## config.mk

```make
export PLATFORM = sky130hd
export DESIGN_NAME = bflash_rd_ctrl
export DESIGN_NICKNAME = d
export VERILOG_FILES = /design/src/rtl/bflash_pkg.sv /design/src/rtl/bflash_tmo.sv /design/src/rtl/bflash_beat_ctr.sv /design/src/rtl/bflash_rd_ctrl.sv
export SDC_FILE = /design/constraint.sdc
export NUM_CORES = 1
export LEC_CHECK = 0
export CAP_MARGIN = 15
export CORE_MARGIN = 2
export CORE_UTILIZATION = 57
export DETAILED_ROUTE_END_ITERATION = 12
export DONT_BUFFER_PORTS = 1
export PLACE_DENSITY = 0.72
export SYNTH_ARGS = -nofsm -noshare
export SYNTH_HDL_FRONTEND = slang
export SYNTH_SLANG_ARGS = --single-unit
```

## constraint.sdc

```tcl
create_clock -name clk -period 5.14 [get_ports clk]
set_input_delay 0.257 -clock clk [delete_from_list [all_inputs] [get_ports clk]]
set_output_delay 0.257 -clock clk [all_outputs]
set_load 0.01 [all_outputs]
```

## src/rtl/bflash_pkg.sv

```systemverilog
package bflash_pkg;

   typedef enum logic [1:0] {
      ST_IDLE  = 2'd0,
      ST_ADDR  = 2'd1,
      ST_BURST = 2'd2,
      ST_GAP   = 2'd3
   } bf_state_e;

   localparam int unsigned BF_MAX_BEATS = 32;
   localparam int unsigned BF_CNT_W     = $clog2(BF_MAX_BEATS + 1);

   function automatic logic [BF_CNT_W-1:0] bf_beats(input logic [1:0] code);
      logic [BF_CNT_W-1:0] n;
      case (code)
         2'd1:    n = BF_CNT_W'(16);
         2'd2:    n = BF_CNT_W'(32);
         default: n = BF_CNT_W'(8);
      endcase
      return n;
   endfunction

endpackage

```

## src/rtl/bflash_tmo.sv

```systemverilog
module bflash_tmo #(
   parameter int unsigned TMO_W  = 8,
   parameter bit          TMO_EN = 1'b1
) (
   input  logic             clk,
   input  logic             rst_n,
   input  logic             run,
   input  logic             ready,
   input  logic [TMO_W-1:0] limit,
   output logic             expired
);

   generate
      if (TMO_EN) begin : g_tmo
         logic [TMO_W-1:0] miss_q;

         always_ff @(posedge clk or negedge rst_n) begin
            if (!rst_n)
               miss_q <= '0;
            else if (!run || ready)
               miss_q <= '0;
            else if (miss_q != {TMO_W{1'b1}})
               miss_q <= miss_q + TMO_W'(1);
         end

         assign expired = run && !ready && (limit != '0) &&
                          (miss_q == limit - TMO_W'(1));

         p_tmo_off_r9: assert property (@(posedge clk) disable iff (!rst_n)
            (limit == '0) |-> !expired)
            else $error("timeout fired while disabled");
      end else begin : g_no_tmo
         logic unused_tmo;
         assign unused_tmo = ^{limit, ready, run, clk, rst_n};
         assign expired    = 1'b0;
      end
   endgenerate

endmodule

```

## src/rtl/bflash_beat_ctr.sv

```systemverilog
module bflash_beat_ctr #(
   parameter int unsigned DATA_W = 16,
   parameter int unsigned CNT_W  = 6
) (
   input  logic              clk,
   input  logic              rst_n,
   input  logic              start,
   input  logic [CNT_W-1:0]  beats,
   input  logic              capture,
   input  logic [DATA_W-1:0] din,
   output logic              final_beat,
   output logic              out_valid,
   output logic [DATA_W-1:0] out_data,
   output logic              out_last
);

   logic [CNT_W-1:0] cnt_q;

   assign final_beat = capture && (cnt_q == beats - CNT_W'(1));

   always_ff @(posedge clk or negedge rst_n) begin
      if (!rst_n)
         cnt_q <= '0;
      else if (start)
         cnt_q <= '0;
      else if (capture)
         cnt_q <= cnt_q + CNT_W'(1);
   end

   always_ff @(posedge clk or negedge rst_n) begin
      if (!rst_n) begin
         out_valid <= 1'b0;
         out_last  <= 1'b0;
         out_data  <= '0;
      end else begin
         out_valid <= capture;
         out_last  <= final_beat;
         if (capture)
            out_data <= din;
      end
   end

   p_beat_bound_r4: assert property (@(posedge clk) disable iff (!rst_n)
      capture |-> (cnt_q < beats))
      else $error("word counter past requested count");

endmodule

```

## src/rtl/bflash_rd_ctrl.sv

```systemverilog
module bflash_rd_ctrl
   import bflash_pkg::*;
#(
   parameter int unsigned ADDR_W = 24,
   parameter int unsigned DATA_W = 16,
   parameter int unsigned TMO_W  = 8,
   parameter bit          TMO_EN = 1'b1
) (
   input  logic              clk,
   input  logic              rst_n,
   input  logic              req_valid,
   output logic              req_ready,
   input  logic [ADDR_W-1:0] req_addr,
   input  logic [1:0]        req_len,
   input  logic              cfg_rdy_high,
   input  logic [TMO_W-1:0]  cfg_timeout,
   output logic              fl_clk_en,
   output logic              fl_ce_n,
   output logic              fl_avd_n,
   output logic [ADDR_W-1:0] fl_adr,
   output logic              fl_oe_n,
   input  logic              fl_rdy,
   input  logic [DATA_W-1:0] fl_dq,
   output logic              out_valid,
   output logic [DATA_W-1:0] out_data,
   output logic              out_last,
   output logic              done,
   output logic              err
);

   localparam int unsigned CNT_W = BF_CNT_W;

   generate
      if (ADDR_W < 1 || ADDR_W > 64) begin : g_bad_addr
         $error("ADDR_W out of range");
      end
      if (DATA_W < 1) begin : g_bad_data
         $error("DATA_W must be positive");
      end
      if (TMO_W < 1 || TMO_W > 31) begin : g_bad_tmo
         $error("TMO_W out of range");
      end
   endgenerate

   bf_state_e         state_q, state_d;
   logic [ADDR_W-1:0] addr_q;
   logic [CNT_W-1:0]  beats_q;
   logic              accept, rdy_act, in_burst, capture;
   logic              final_beat, expired;

   assign rdy_act  = (fl_rdy == cfg_rdy_high);
   assign in_burst = (state_q == ST_BURST);
   assign capture  = in_burst && rdy_act;
   assign accept   = req_valid && (state_q == ST_IDLE);

   always_comb begin
      state_d = state_q;
      unique case (state_q)
         ST_IDLE:  if (accept) state_d = ST_ADDR;
         ST_ADDR:  state_d = ST_BURST;
         ST_BURST: if (final_beat || expired) state_d = ST_GAP;
         ST_GAP:   state_d = ST_IDLE;
         default:  state_d = ST_IDLE;
      endcase
   end

   always_ff @(posedge clk or negedge rst_n) begin
      if (!rst_n) begin
         state_q <= ST_IDLE;
         addr_q  <= '0;
         beats_q <= CNT_W'(8);
         done    <= 1'b0;
         err     <= 1'b0;
      end else begin
         state_q <= state_d;
         if (accept) begin
            addr_q  <= req_addr;
            beats_q <= bf_beats(req_len);
         end
         done <= final_beat || expired;
         err  <= expired;
      end
   end

   assign req_ready = (state_q == ST_IDLE);
   assign fl_ce_n   = !((state_q == ST_ADDR) || in_burst);
   assign fl_avd_n  = (state_q != ST_ADDR);
   assign fl_oe_n   = !in_burst;
   assign fl_clk_en = (state_q == ST_ADDR) || in_burst;
   assign fl_adr    = addr_q;

   bflash_tmo #(
      .TMO_W  (TMO_W),
      .TMO_EN (TMO_EN)
   ) u_tmo (
      .clk     (clk),
      .rst_n   (rst_n),
      .run     (in_burst),
      .ready   (rdy_act),
      .limit   (cfg_timeout),
      .expired (expired)
   );

   bflash_beat_ctr #(
      .DATA_W (DATA_W),
      .CNT_W  (CNT_W)
   ) u_beats (
      .clk        (clk),
      .rst_n      (rst_n),
      .start      (accept),
      .beats      (beats_q),
      .capture    (capture),
      .din        (fl_dq),
      .final_beat (final_beat),
      .out_valid  (out_valid),
      .out_data   (out_data),
      .out_last   (out_last)
   );

   p_avd_single_r2: assert property (@(posedge clk) disable iff (!rst_n)
      !fl_avd_n |=> fl_avd_n)
      else $error("address strobe longer than one cycle");

   p_avd_with_ce_r2: assert property (@(posedge clk) disable iff (!rst_n)
      !fl_avd_n |-> (!fl_ce_n && fl_oe_n))
      else $error("address strobe without select or with output enabled");

   p_oe_follows_avd_r3: assert property (@(posedge clk) disable iff (!rst_n)
      !fl_avd_n |=> (!fl_oe_n && !fl_ce_n))
      else $error("output enable not asserted after address cycle");

   p_valid_on_ready_r5: assert property (@(posedge clk) disable iff (!rst_n)
      out_valid |-> $past(fl_rdy == cfg_rdy_high))
      else $error("word taken while not ready");

   p_last_with_done_r7: assert property (@(posedge clk) disable iff (!rst_n)
      out_last |-> (done && out_valid && !err))
      else $error("last flag without done");

   p_err_clean_r8: assert property (@(posedge clk) disable iff (!rst_n)
      err |-> (done && !out_valid && !out_last))
      else $error("error pulse malformed");

   p_gap_r10: assert property (@(posedge clk) disable iff (!rst_n)
      done |-> (fl_ce_n && fl_oe_n && !req_ready && !fl_clk_en))
      else $error("flash not released at done");

   p_ready_back_r10: assert property (@(posedge clk) disable iff (!rst_n)
      done |=> req_ready)
      else $error("no return to idle after gap");

   p_clk_en_r12: assert property (@(posedge clk) disable iff (!rst_n)
      (!fl_oe_n || !fl_avd_n) |-> fl_clk_en)
      else $error("flash clock gated during transfer");

endmodule

```

==> flow_metrics.py, run 1 <==
metrics = {
    "outcome": {
        "status": "finished, final reports clean",
    },
    "run": {
        "max-cap-violations": 0,
    },
    "die": {
        "pin_count": 104,
        "row_count": 26,
        "core-area_mm2": 0.00504,
        "dieHeight_um": 75.7,
        "die-area_mm2": 0.00573,
        "die_x_um": 75.7,
        "initial_core_util_pct": 58.1,
    },
    "worst_hold_path": {
        "hp-start": "fl_dq[14]",
        "hold_path.class": "in2reg",
    },
    "timing": {
        "finalSetupViolCount": 0,
        "hold_viol": 0,
        "max_freq_mhz": 369,
        "period_minus_slack_ps": 2710,
        "grt_setup_unrepaired": "no",
        "worst_pin_slew_ps": 664,
        "fin_worst_skew_ps": 6.42,
        "drv_slew": 0,
        "fin_crit_sh_pct": 52.8,
        "relSlewSlack_pct": 55.6,
        "timing.setup.tns_ps": 0,
    },
    "logic_synthesis": {
        "yosys.area_share.simple_pct": 17.5,
        "syn_avg_cell_area_um2": 10.6,
        "synth_warnings": 0,
        "ys_seq_elements": 63,
        "synth_top_family_by_area": "simple AND/OR/NAND/NOR gates",
        "syn_nets": 342,
        "synth_area_mm2": 0.00293,
        "yosysSeqAreaShare_pct": 53.8,
        "synth_fa_ha_area_share_pct": 4.27,
        "synth-xor-area-share_pct": 6.27,
        "syn_inst": 277,
        "yosysUniqueCellTypes": 37,
        "synth_compound_area_share_pct": 4.44,
        "synth.area.mux_share_pct": 10.6,
    },
    "pwr": {
        "clock_power_share_pct": 21.7,
        "cellPowerDensity_mw_per_mm2": 537,
        "total_power_uw": 1710,
        "p_int_uw": 1110,
        "vdd_ir_drop_max_uv": 338,
        "leakage_uw": 0.00151,
        "switchingPower_uw": 605,
        "combPwrFrac_pct": 26.3,
        "swShare_pct": 35.3,
        "share_seq_of_total_power_pct": 52.0,
    },
    "clock_tree": {
        "cts_root_buffer": "clkbuf_8",
        "cts_made_buffers": 9,
        "cts.sink_count": 63,
        "clock_latency_ps": 330,
        "cts_tree": "done",
        "path_clk_slew_ps": 70,
        "h-tree-depth": 3,
        "clockBufferDepth": 2,
    },
    "drt": {
        "drt_pre_antenna_iters": 4,
        "routed_wirelength_um": 5140,
        "first_iter_violations": 86,
        "drc": 0,
        "vias_per_cell": 5.24,
        "avgRoutedWirePerCell_um": 14.4,
        "route.vias.total": 1866,
        "final_antenna_net_count": 0,
    },
    "finish": {
        "mostFrequentLayoutCells": "dfrtp_1, nand2_1, mux2_2",
        "layout_commonest_cell": "dfrtp_1",
        "syn_to_final_growth_pct": 8.96,
        "final_nets": 346,
        "drive_gt1_share_pct": 15.4,
        "post-route-util_pct": 63.3,
        "stdcell_area_mm2": 0.00319,
        "diodes": 0,
    },
    "global_routing": {
        "grt.total_usage_pct": 18.8,
        "grt_pass1_vias": 1730,
        "grt_antenna_before_repair": 0,
        "grt_util_met3_pct": 8.60,
        "grt_max_degree": 64,
        "grt-ovfl-total": 0,
        "busiest_layer": "met2",
        "gr-usage-met1_pct": 23.4,
        "met2_usage_pct": 29.4,
        "grt_pass1_wl_um": 7910,
    },
    "critical_path": {
        "crit_required_ps": 5410,
        "slowest_delay_ps": 470,
        "arrival_ps": 2980,
        "rr_startpoint": "state_q[0]",
        "critPathKind": "reg2reg",
        "critPathTopFamily": "simple AND/OR/NAND/NOR gates",
        "cp-startpoint": "state_q[0]",
        "path_buf_inv": 2,
        "worstPathCellList": "inv_1 -> ha_1 -> nand2_1 -> inv_2 -> nand3_1 -> or3_1 -> o311ai_4 -> o221a_1",
        "critPathMaxFanout": 22,
        "crit_path_end_kind": "register",
        "startpoint_type": "register",
        "crit_slowest_cell": "inv_2",
    },
    "placed_design": {
        "placed_cell_area_mm2": 0.00299,
        "place_congestion": 0.767,
        "dp.final_hpwl_um": 3600,
        "port_buffers": 0,
    },
}
==> per-layer routing <==
layer / routed length, µm / up-vias
met5: 0 / -
met4: 44 / 0
met3: 364 / 5
met2: 2540 / 65
met1: 2190 / 879
li1: - / 917
==> Yosys cell counts <==
| library cell | n | area [µm²] |
|---|---|---|
| dfrtp_1 | 62 | 1550 |
| or2_2 | 2 | 12.5 |
| o22ai_1 | 1 | 6.26 |
| nor4_1 | 4 | 25.0 |
| or3_1 | 2 | 12.5 |
| inv_1 | 12 | 45.0 |
| nor3_1 | 1 | 5.00 |
| o311ai_4 | 1 | 26.3 |
| nor2_1 | 20 | 75.1 |
| clkbuf_1 | 6 | 22.5 |
| o31ai_1 | 1 | 7.51 |
| ha_1 | 10 | 125 |
| nor2b_1 | 5 | 31.3 |
| and3_1 | 3 | 18.8 |
| nand3_1 | 6 | 30.0 |
| dfstp_2 | 1 | 26.3 |
| mux2i_1 | 3 | 30.0 |
| o211a_1 | 1 | 10.0 |
| nand3b_1 | 1 | 7.51 |
| nand2_1 | 61 | 229 |
| a21oi_1 | 4 | 20.0 |
| buf_1 | 1 | 3.75 |
| mux2_2 | 25 | 282 |
| or2_1 | 1 | 6.26 |
| o211ai_1 | 2 | 15.0 |
| nand2b_1 | 2 | 12.5 |
| buf_2 | 3 | 15.0 |
| o21ai_0 | 5 | 25.0 |
| o221a_1 | 1 | 11.3 |
| o22a_1 | 1 | 8.76 |
| nor4b_1 | 1 | 8.76 |
| nand4_1 | 3 | 18.8 |
| or2b_1 | 1 | 7.51 |
| inv_2 | 1 | 3.75 |
| xnor2_1 | 12 | 105 |
| and2_1 | 2 | 12.5 |
| xor2_1 | 9 | 78.8 |
==> through the flow <==
stage               setup slack, ps  hold slack [ps]  instances
CTS                            2400             10.6        356
finish                         2430             25.4        356
detailed placement             2420            -37.4        338
global route                   2230             11.4        356
floorplan                      3200            -38.6        277
global placement               2510            -37.4        338
==> cell families (layout without fill, tap and decap cells) <==
kind of cell               after synthesis  after routing
AOI/OAI and AO/OA                       17             17
xor gates and xnor gates                21             21
adders and majority gates               10             10
buffers and inverters                   23             32
DFF                                     63             63
muxes                                   28             28
and+or+nand+nor                        115            115
==> cell type report <==
| class | count | area (µm²) |
|---|---|---|
| sequential | 63 | 1580 |
| inverter | 13 | 48.8 |
| clock inverter | 1 | 5.00 |
| timing repair buffer | 3 | 45.0 |
| tap | 70 | 87.6 |
| clock buffer | 15 | 166 |
| multi-input combinational | 191 | 1260 |
| fill | 408 | 1850 |
==> registers in the layout (all words and copies together) (netlist names) <==
name / flops
beats_q: 3
done: 1
err: 1
fl_adr: 24
state_q: 2
u_beats.cnt_q: 6
u_beats.out_data: 16
u_beats.out_last: 1
u_beats.out_valid: 1
u_tmo.g_tmo.miss_q: 8
==> path summary, 6_finish.rpt <==
kind                                        endpoint  slack, ps  depth (start not counted)
worst max-delay path                      state_q[0]       2430                          8
worst min-delay path            u_beats.out_data[14]         30                          2
worst max register to register            state_q[0]       2430                          8
worst min register to register            beats_q[5]        530                          1
max in group asynchronous                 beats_q[3]       4370                          2
min in group asynchronous           u_beats.cnt_q[5]        490                          2
==> timing repair <==
action	4_1_cts	5_1_grt
hold endpoints to repair	63	0
setup buffers	0	0
setup endpoints to repair	0	0
gates resized for setup	0	0
hold buffers	2	0
==> power groups by stage <==
stage / clock [µW] / combinational, µW / sequential, µW
6_report: 372 / 450 / 892
2_1_floorplan: 0 / 385 / 869
3_5_place_dp: 0 / 448 / 903
4_1_cts: 382 / 460 / 897
5_1_grt: 408 / 513 / 925
3_3_place_gp: 0 / 427 / 899
(Power assumes the default switching activity.)
==> run 2, diff against run 1 <==
- clock period: 5.14 -> 2.5 ns (I/O delays scaled with it)
==> flow_metrics.py, run 2 (synthesis results as in run 1) <==
metrics = {
    "outcome": {
        "status": "finished, final reports clean",
    },
    "worst_hold_path": {
        "hp-start": "req_len[1]",
        "holdPathEnd": "beats_q[3]",
        "hold_path.class": "in2reg",
        "whs_path_depth": 3,
    },
    "drt": {
        "routed_wirelength_um": 6320,
        "avgRoutedWirePerCell_um": 15.9,
        "final_antenna_net_count": 0,
        "route.vias.total": 2095,
        "drc": 0,
        "vias_per_cell": 5.26,
        "first_iter_violations": 101,
        "drt_pre_antenna_iters": 4,
    },
    "finish": {
        "post-route-util_pct": 72.4,
        "mostFrequentLayoutCells": "dfrtp_1, nand2_1, dlygate4sd3_1",
        "syn_to_final_growth_pct": 24.5,
        "finalNonFillerCells": 398,
        "final_nets": 388,
        "drive_gt1_share_pct": 14.9,
        "diodes": 0,
        "largest_reg_flops": 24,
        "layout_commonest_cell": "dfrtp_1",
        "fill_cells": 351,
    },
    "global_routing": {
        "grt.total_usage_pct": 22.3,
        "grt_antenna_before_repair": 0,
        "grt_pass1_vias": 2023,
        "grt_pass1_wl_um": 9360,
        "grt_max_degree": 64,
        "grt-ovfl-total": 0,
    },
    "die": {
        "row_count": 26,
        "die_x_um": 75.7,
        "pin_count": 104,
        "dieHeight_um": 75.7,
        "initial_core_util_pct": 58.1,
        "die-area_mm2": 0.00573,
        "core-area_mm2": 0.00504,
    },
    "pwr": {
        "leakage_uw": 0.00171,
        "vdd_ir_drop_max_uv": 714,
        "cellPowerDensity_mw_per_mm2": 1050,
    },
    "timing": {
        "drv_slew": 0,
        "fin_ws_ps": 348,
        "hold_viol": 0,
        "timing.setup.tns_ps": 0,
        "fin_worst_skew_ps": 12.3,
        "worst_pin_slew_ps": 428,
        "fin_crit_sh_pct": 86.1,
        "period_minus_slack_ps": 2150,
        "max_freq_mhz": 465,
        "hold_slack_ps": 34.3,
        "relSlewSlack_pct": 71.4,
        "finalSetupViolCount": 0,
        "grt_setup_unrepaired": "no",
    },
    "clock_tree": {
        "cts_tree": "done",
        "clock_latency_ps": 340,
        "cts.hold.buffers_added": 42,
        "post_cts_resized": 0,
        "cts_made_buffers": 9,
        "post_cts_buffers": 0,
        "cts_root_buffer": "clkbuf_8",
        "cts.sink_count": 63,
        "path_clk_slew_ps": 70,
        "clockBufferDepth": 2,
        "h-tree-depth": 3,
    },
    "placed_design": {
        "place_inst": 340,
        "port_buffers": 0,
        "pre_cts_slack_ps": 348,
        "place_congestion": 0.742,
        "dp.final_hpwl_um": 3660,
    },
    "critical_path": {
        "rr_startpoint": "state_q[0]",
        "arrival_ps": 2420,
        "rr_endpoint": "state_q[0]",
        "r2r_cells": 7,
        "critPathMaxFanout": 9,
        "crit_required_ps": 2770,
        "crit_path_end_kind": "register",
        "critPathKind": "reg2reg",
        "regToRegSetupSlack_ps": 350,
        "startpoint_type": "register",
    },
    "run": {
        "max-cap-violations": 0,
    },
}
[run 2: cell type report]
type / instances / area, µm² / area share (%)
clock buffer: 10 / 128 / 3.50
multi-input combinational: 191 / 1260 / 34.6
sequential: 63 / 1580 / 43.2
tap: 70 / 87.6 / 2.40
inverter: 13 / 48.8 / 1.34
timing repair buffer: 45 / 460 / 12.6
clock inverter: 6 / 83.8 / 2.30
[run 2: worst max-delay path: stages, from the launching register on]
cell	delay [ps]
dfrtp_1	410
inv_1	110
ha_1	290
nand2b_1	260
nor4_1	320
o211ai_1	200
o311ai_4	280
o221a_1	230
[run 2: layer usage]
layer  vias to the layer above  global-route usage, %  wire length, µm
met5                         -                      0                0
met4                         0                   7.60               75
met3                         8                   6.08              393
met2                        72                   38.6             3290
met1                      1006                   27.1             2560
li1                       1009                      -                -
[run 2: metrics by stage]
stage | instance area, µm² | power (µW)
final | 3650 | 3850
after global routing | 3650 | 4090
after CTS | 3650 | 3820
after detailed placement | 3000 | 2790
after global placement | 3000 | 2740
after floorplan | 2930 | 2580
[run 2: how the worst max path moves through the flow]
stage	slack [ps]	endpoint	depth (start not counted)	start
6_report	350	state_q[0]	7	state_q[0]
5_1_grt	180	state_q[1]	7	state_q[0]
4_1_cts	330	state_q[1]	7	state_q[0]
3_5_place_dp	350	state_q[1]	7	state_q[0]
3_3_place_gp	470	state_q[0]	7	state_q[0]
2_1_floorplan	560	fl_adr[10]	6	state_q[0]
[run 2: power breakdown]
group | leakage, µW | switching [µW] | internal, µW
clock network | 0.000110 | 404 | 560
logic | 0.000805 | 521 | 503
registers | 0.000790 | 443 | 1420
total | 0.00171 | 1370 | 2480
==> run 3, diff against run 2 <==
- ABC_AREA: not set -> 1
- CORE_ASPECT_RATIO: not set -> 0.75
==> flow_metrics.py, run 3 <==
metrics = {
    "global_routing": {
        "grt_antenna_before_repair": 0,
        "grt.total_usage_pct": 23.7,
        "grt_pass1_wl_um": 10700,
        "grt_max_degree": 64,
        "grt_pass1_vias": 2475,
        "grt-ovfl-total": 0,
    },
    "run": {
        "max-cap-violations": 0,
    },
    "pwr": {
        "clock_power_share_pct": 26.1,
        "p_int_uw": 2410,
        "combPwrFrac_pct": 26.6,
        "switchingPower_uw": 1420,
        "leakage_uw": 0.00204,
        "vdd_ir_drop_max_uv": 642,
        "share_seq_of_total_power_pct": 47.3,
        "cellPowerDensity_mw_per_mm2": 1010,
        "swShare_pct": 37.1,
        "total_power_uw": 3830,
    },
    "clock_tree": {
        "cts_root_buffer": "clkbuf_8",
        "h-tree-depth": 3,
        "clockBufferDepth": 2,
        "post_cts_resized": 0,
        "cts_tree": "done",
        "cts_made_buffers": 9,
        "path_clk_slew_ps": 60,
        "cts.sink_count": 63,
        "clock_latency_ps": 330,
    },
    "finish": {
        "mostFrequentLayoutCells": "nand2_1, dfrtp_1, inv_1",
        "stdcell_area_mm2": 0.00380,
        "diodes": 0,
        "drive_gt1_share_pct": 7.40,
        "final_nets": 507,
        "fill_cells": 417,
        "largest_reg_flops": 24,
        "post-route-util_pct": 72.2,
        "syn_to_final_growth_pct": 24.2,
        "regArea_mm2": 0.00158,
        "multiInputGateArea_mm2": 0.00126,
        "layout_commonest_cell": "nand2_1",
    },
    "drt": {
        "highest_layer": "met4",
        "avgRoutedWirePerCell_um": 13.2,
        "routed_wirelength_um": 6900,
        "route.met3.wl_um": 510,
        "route.vias.total": 2559,
        "final_antenna_net_count": 0,
        "first_iter_violations": 115,
        "wl_met1_um": 3060,
        "vias_per_cell": 4.91,
        "drc": 0,
        "met2_length_um": 3290,
        "drt_pre_antenna_iters": 4,
    },
    "die": {
        "die-area_mm2": 0.00598,
        "die_x_um": 88.6,
        "initial_core_util_pct": 58.1,
        "dieHeight_um": 67.5,
        "pin_count": 104,
        "core-area_mm2": 0.00527,
        "row_count": 23,
    },
    "timing": {
        "drv_slew": 0,
        "relSlewSlack_pct": 68.2,
        "worst_pin_slew_ps": 477,
        "grt_setup_unrepaired": "no",
        "finalSetupViolCount": 0,
        "hold_viol": 0,
        "hold_slack_ps": 32.8,
        "period_minus_slack_ps": 1850,
        "max_freq_mhz": 539,
        "fin_crit_sh_pct": 74.2,
        "fin_worst_skew_ps": 6.19,
        "timing.setup.tns_ps": 0,
    },
    "logic_synthesis": {
        "synth_edf_count": 0,
        "syn_avg_cell_area_um2": 7.73,
        "yosysTopAreaCell": "dfrtp_1",
        "synth_flop_cell": "dfrtp_1",
        "async_flop_share_pct": 100,
        "yosys-top-cells-area": "dfrtp_1, nand2_1, inv_1",
        "synth_warnings": 0,
        "syn_nets": 461,
        "synth_top_area_share_pct": 50.7,
        "ys_seq_elements": 63,
        "syn_inst": 396,
        "yosysUniqueCellTypes": 29,
        "synth_area_mm2": 0.00306,
        "yosysSeqAreaShare_pct": 51.5,
        "synth.top_cells.by_count": "nand2_1, dfrtp_1, inv_1, nor2_1, o21ai_0",
        "yosysMostFrequentCell": "nand2_1",
    },
    "critical_path": {
        "crit_required_ps": 2720,
        "arrival_ps": 2070,
        "critPathMaxFanout": 20,
        "rr_startpoint": "state_q[0]",
        "critPathKind": "reg2reg",
        "regToRegSetupSlack_ps": 650,
        "crit_path_end_kind": "register",
        "startpoint_type": "register",
        "r2r_cells": 11,
        "rr_endpoint": "state_q[0]",
        "cp-startpoint": "state_q[0]",
    },
    "worst_hold_path": {
        "whs_path_depth": 3,
        "hp-start": "req_len[1]",
        "hold_path.class": "in2reg",
        "holdPathEnd": "beats_q[3]",
    },
    "placed_design": {
        "dp.final_hpwl_um": 4360,
        "place_congestion": 0.829,
        "placed_cell_area_mm2": 0.00313,
        "port_buffers": 0,
    },
    "outcome": {
        "status": "finished, final reports clean",
    },
}
[run 3: cell types whose count changed after synthesis, sizes merged, moves of 5 or more]
cell / delta
nor3: +5
inv: +35
o21ai: +8
nand2: +131
nor2b: -5
xnor2: -11
mux2: -25
[run 3: power groups by stage]
stage	Sequential, µW	Combinational, µW	Clock, µW
finish	1810	1020	999
floorplan	1740	760	0
global placement	1810	876	0
CTS	1800	1000	1020
detailed placement	1810	927	0
global route	1860	1170	1070
[run 3: area by class of cell]
| cell class | count | share of cell area, % |
|---|---|---|
| multi-input combinational | 275 | 33.1 |
| clock buffer | 12 | 4.34 |
| sequential | 63 | 41.5 |
| clock inverter | 3 | 1.71 |
| timing repair buffer | 45 | 12.1 |
| tap | 75 | 2.47 |
| inverter | 48 | 4.74 |
[run 3: cell families (layout without fill, tap and decap cells)]
family | after synthesis | in the layout | synth area share (%)
and+or+nand+nor | 233 | 233 | 30.6
xor gates and xnor gates | 6 | 6 | 1.72
AOI/OAI and AO/OA | 26 | 26 | 4.74
adders and majority gates | 10 | 10 | 4.09
DFF | 63 | 63 | 51.5
buffers and inverters | 58 | 108 | 7.36
[run 3: critical path: stages (launching register included)]
cell and delay (ps):
dfrtp_1 400, inv_1 90, ha_1 230, nand2_1 180, inv_2 310, nand2_1 90
inv_1 60, nand2_1 100, nand3_2 120, nand2_2 60, nand2_1 50, nand2_1 50
[run 3: through the flow]
step           instances  setup WS [ps]
2_1_floorplan        396            891
3_3_place_gp         464            716
3_5_place_dp         464            649
4_1_cts              521            634
5_1_grt              521            432
6_report             521            645
[run 3: worst max path at each step]
stage                       endpoint  slack (ps)  cells past startpoint
after floorplan           state_q[1]         890                     10
after global placement    state_q[0]         720                     11
after detailed placement  state_q[0]         650                     11
after CTS                 state_q[0]         630                     11
after global routing      state_q[1]         430                     10
final                     state_q[0]         650                     11
[run 3: metal layers]
metal / track usage [%] / up-vias
met4: 5.87 / 0
met2: 40.3 / 103
met1: 28.7 / 1160
met5: 0 / -
li1: - / 1290
met3: 9.05 / 6
[run 3: repair_timing]
| item | 4_1_cts | 5_1_grt |
|---|---|---|
| buffers inserted | 0 | 0 |
| hold buffers | 42 | 0 |
| hold endpoints to repair | 103 | 0 |
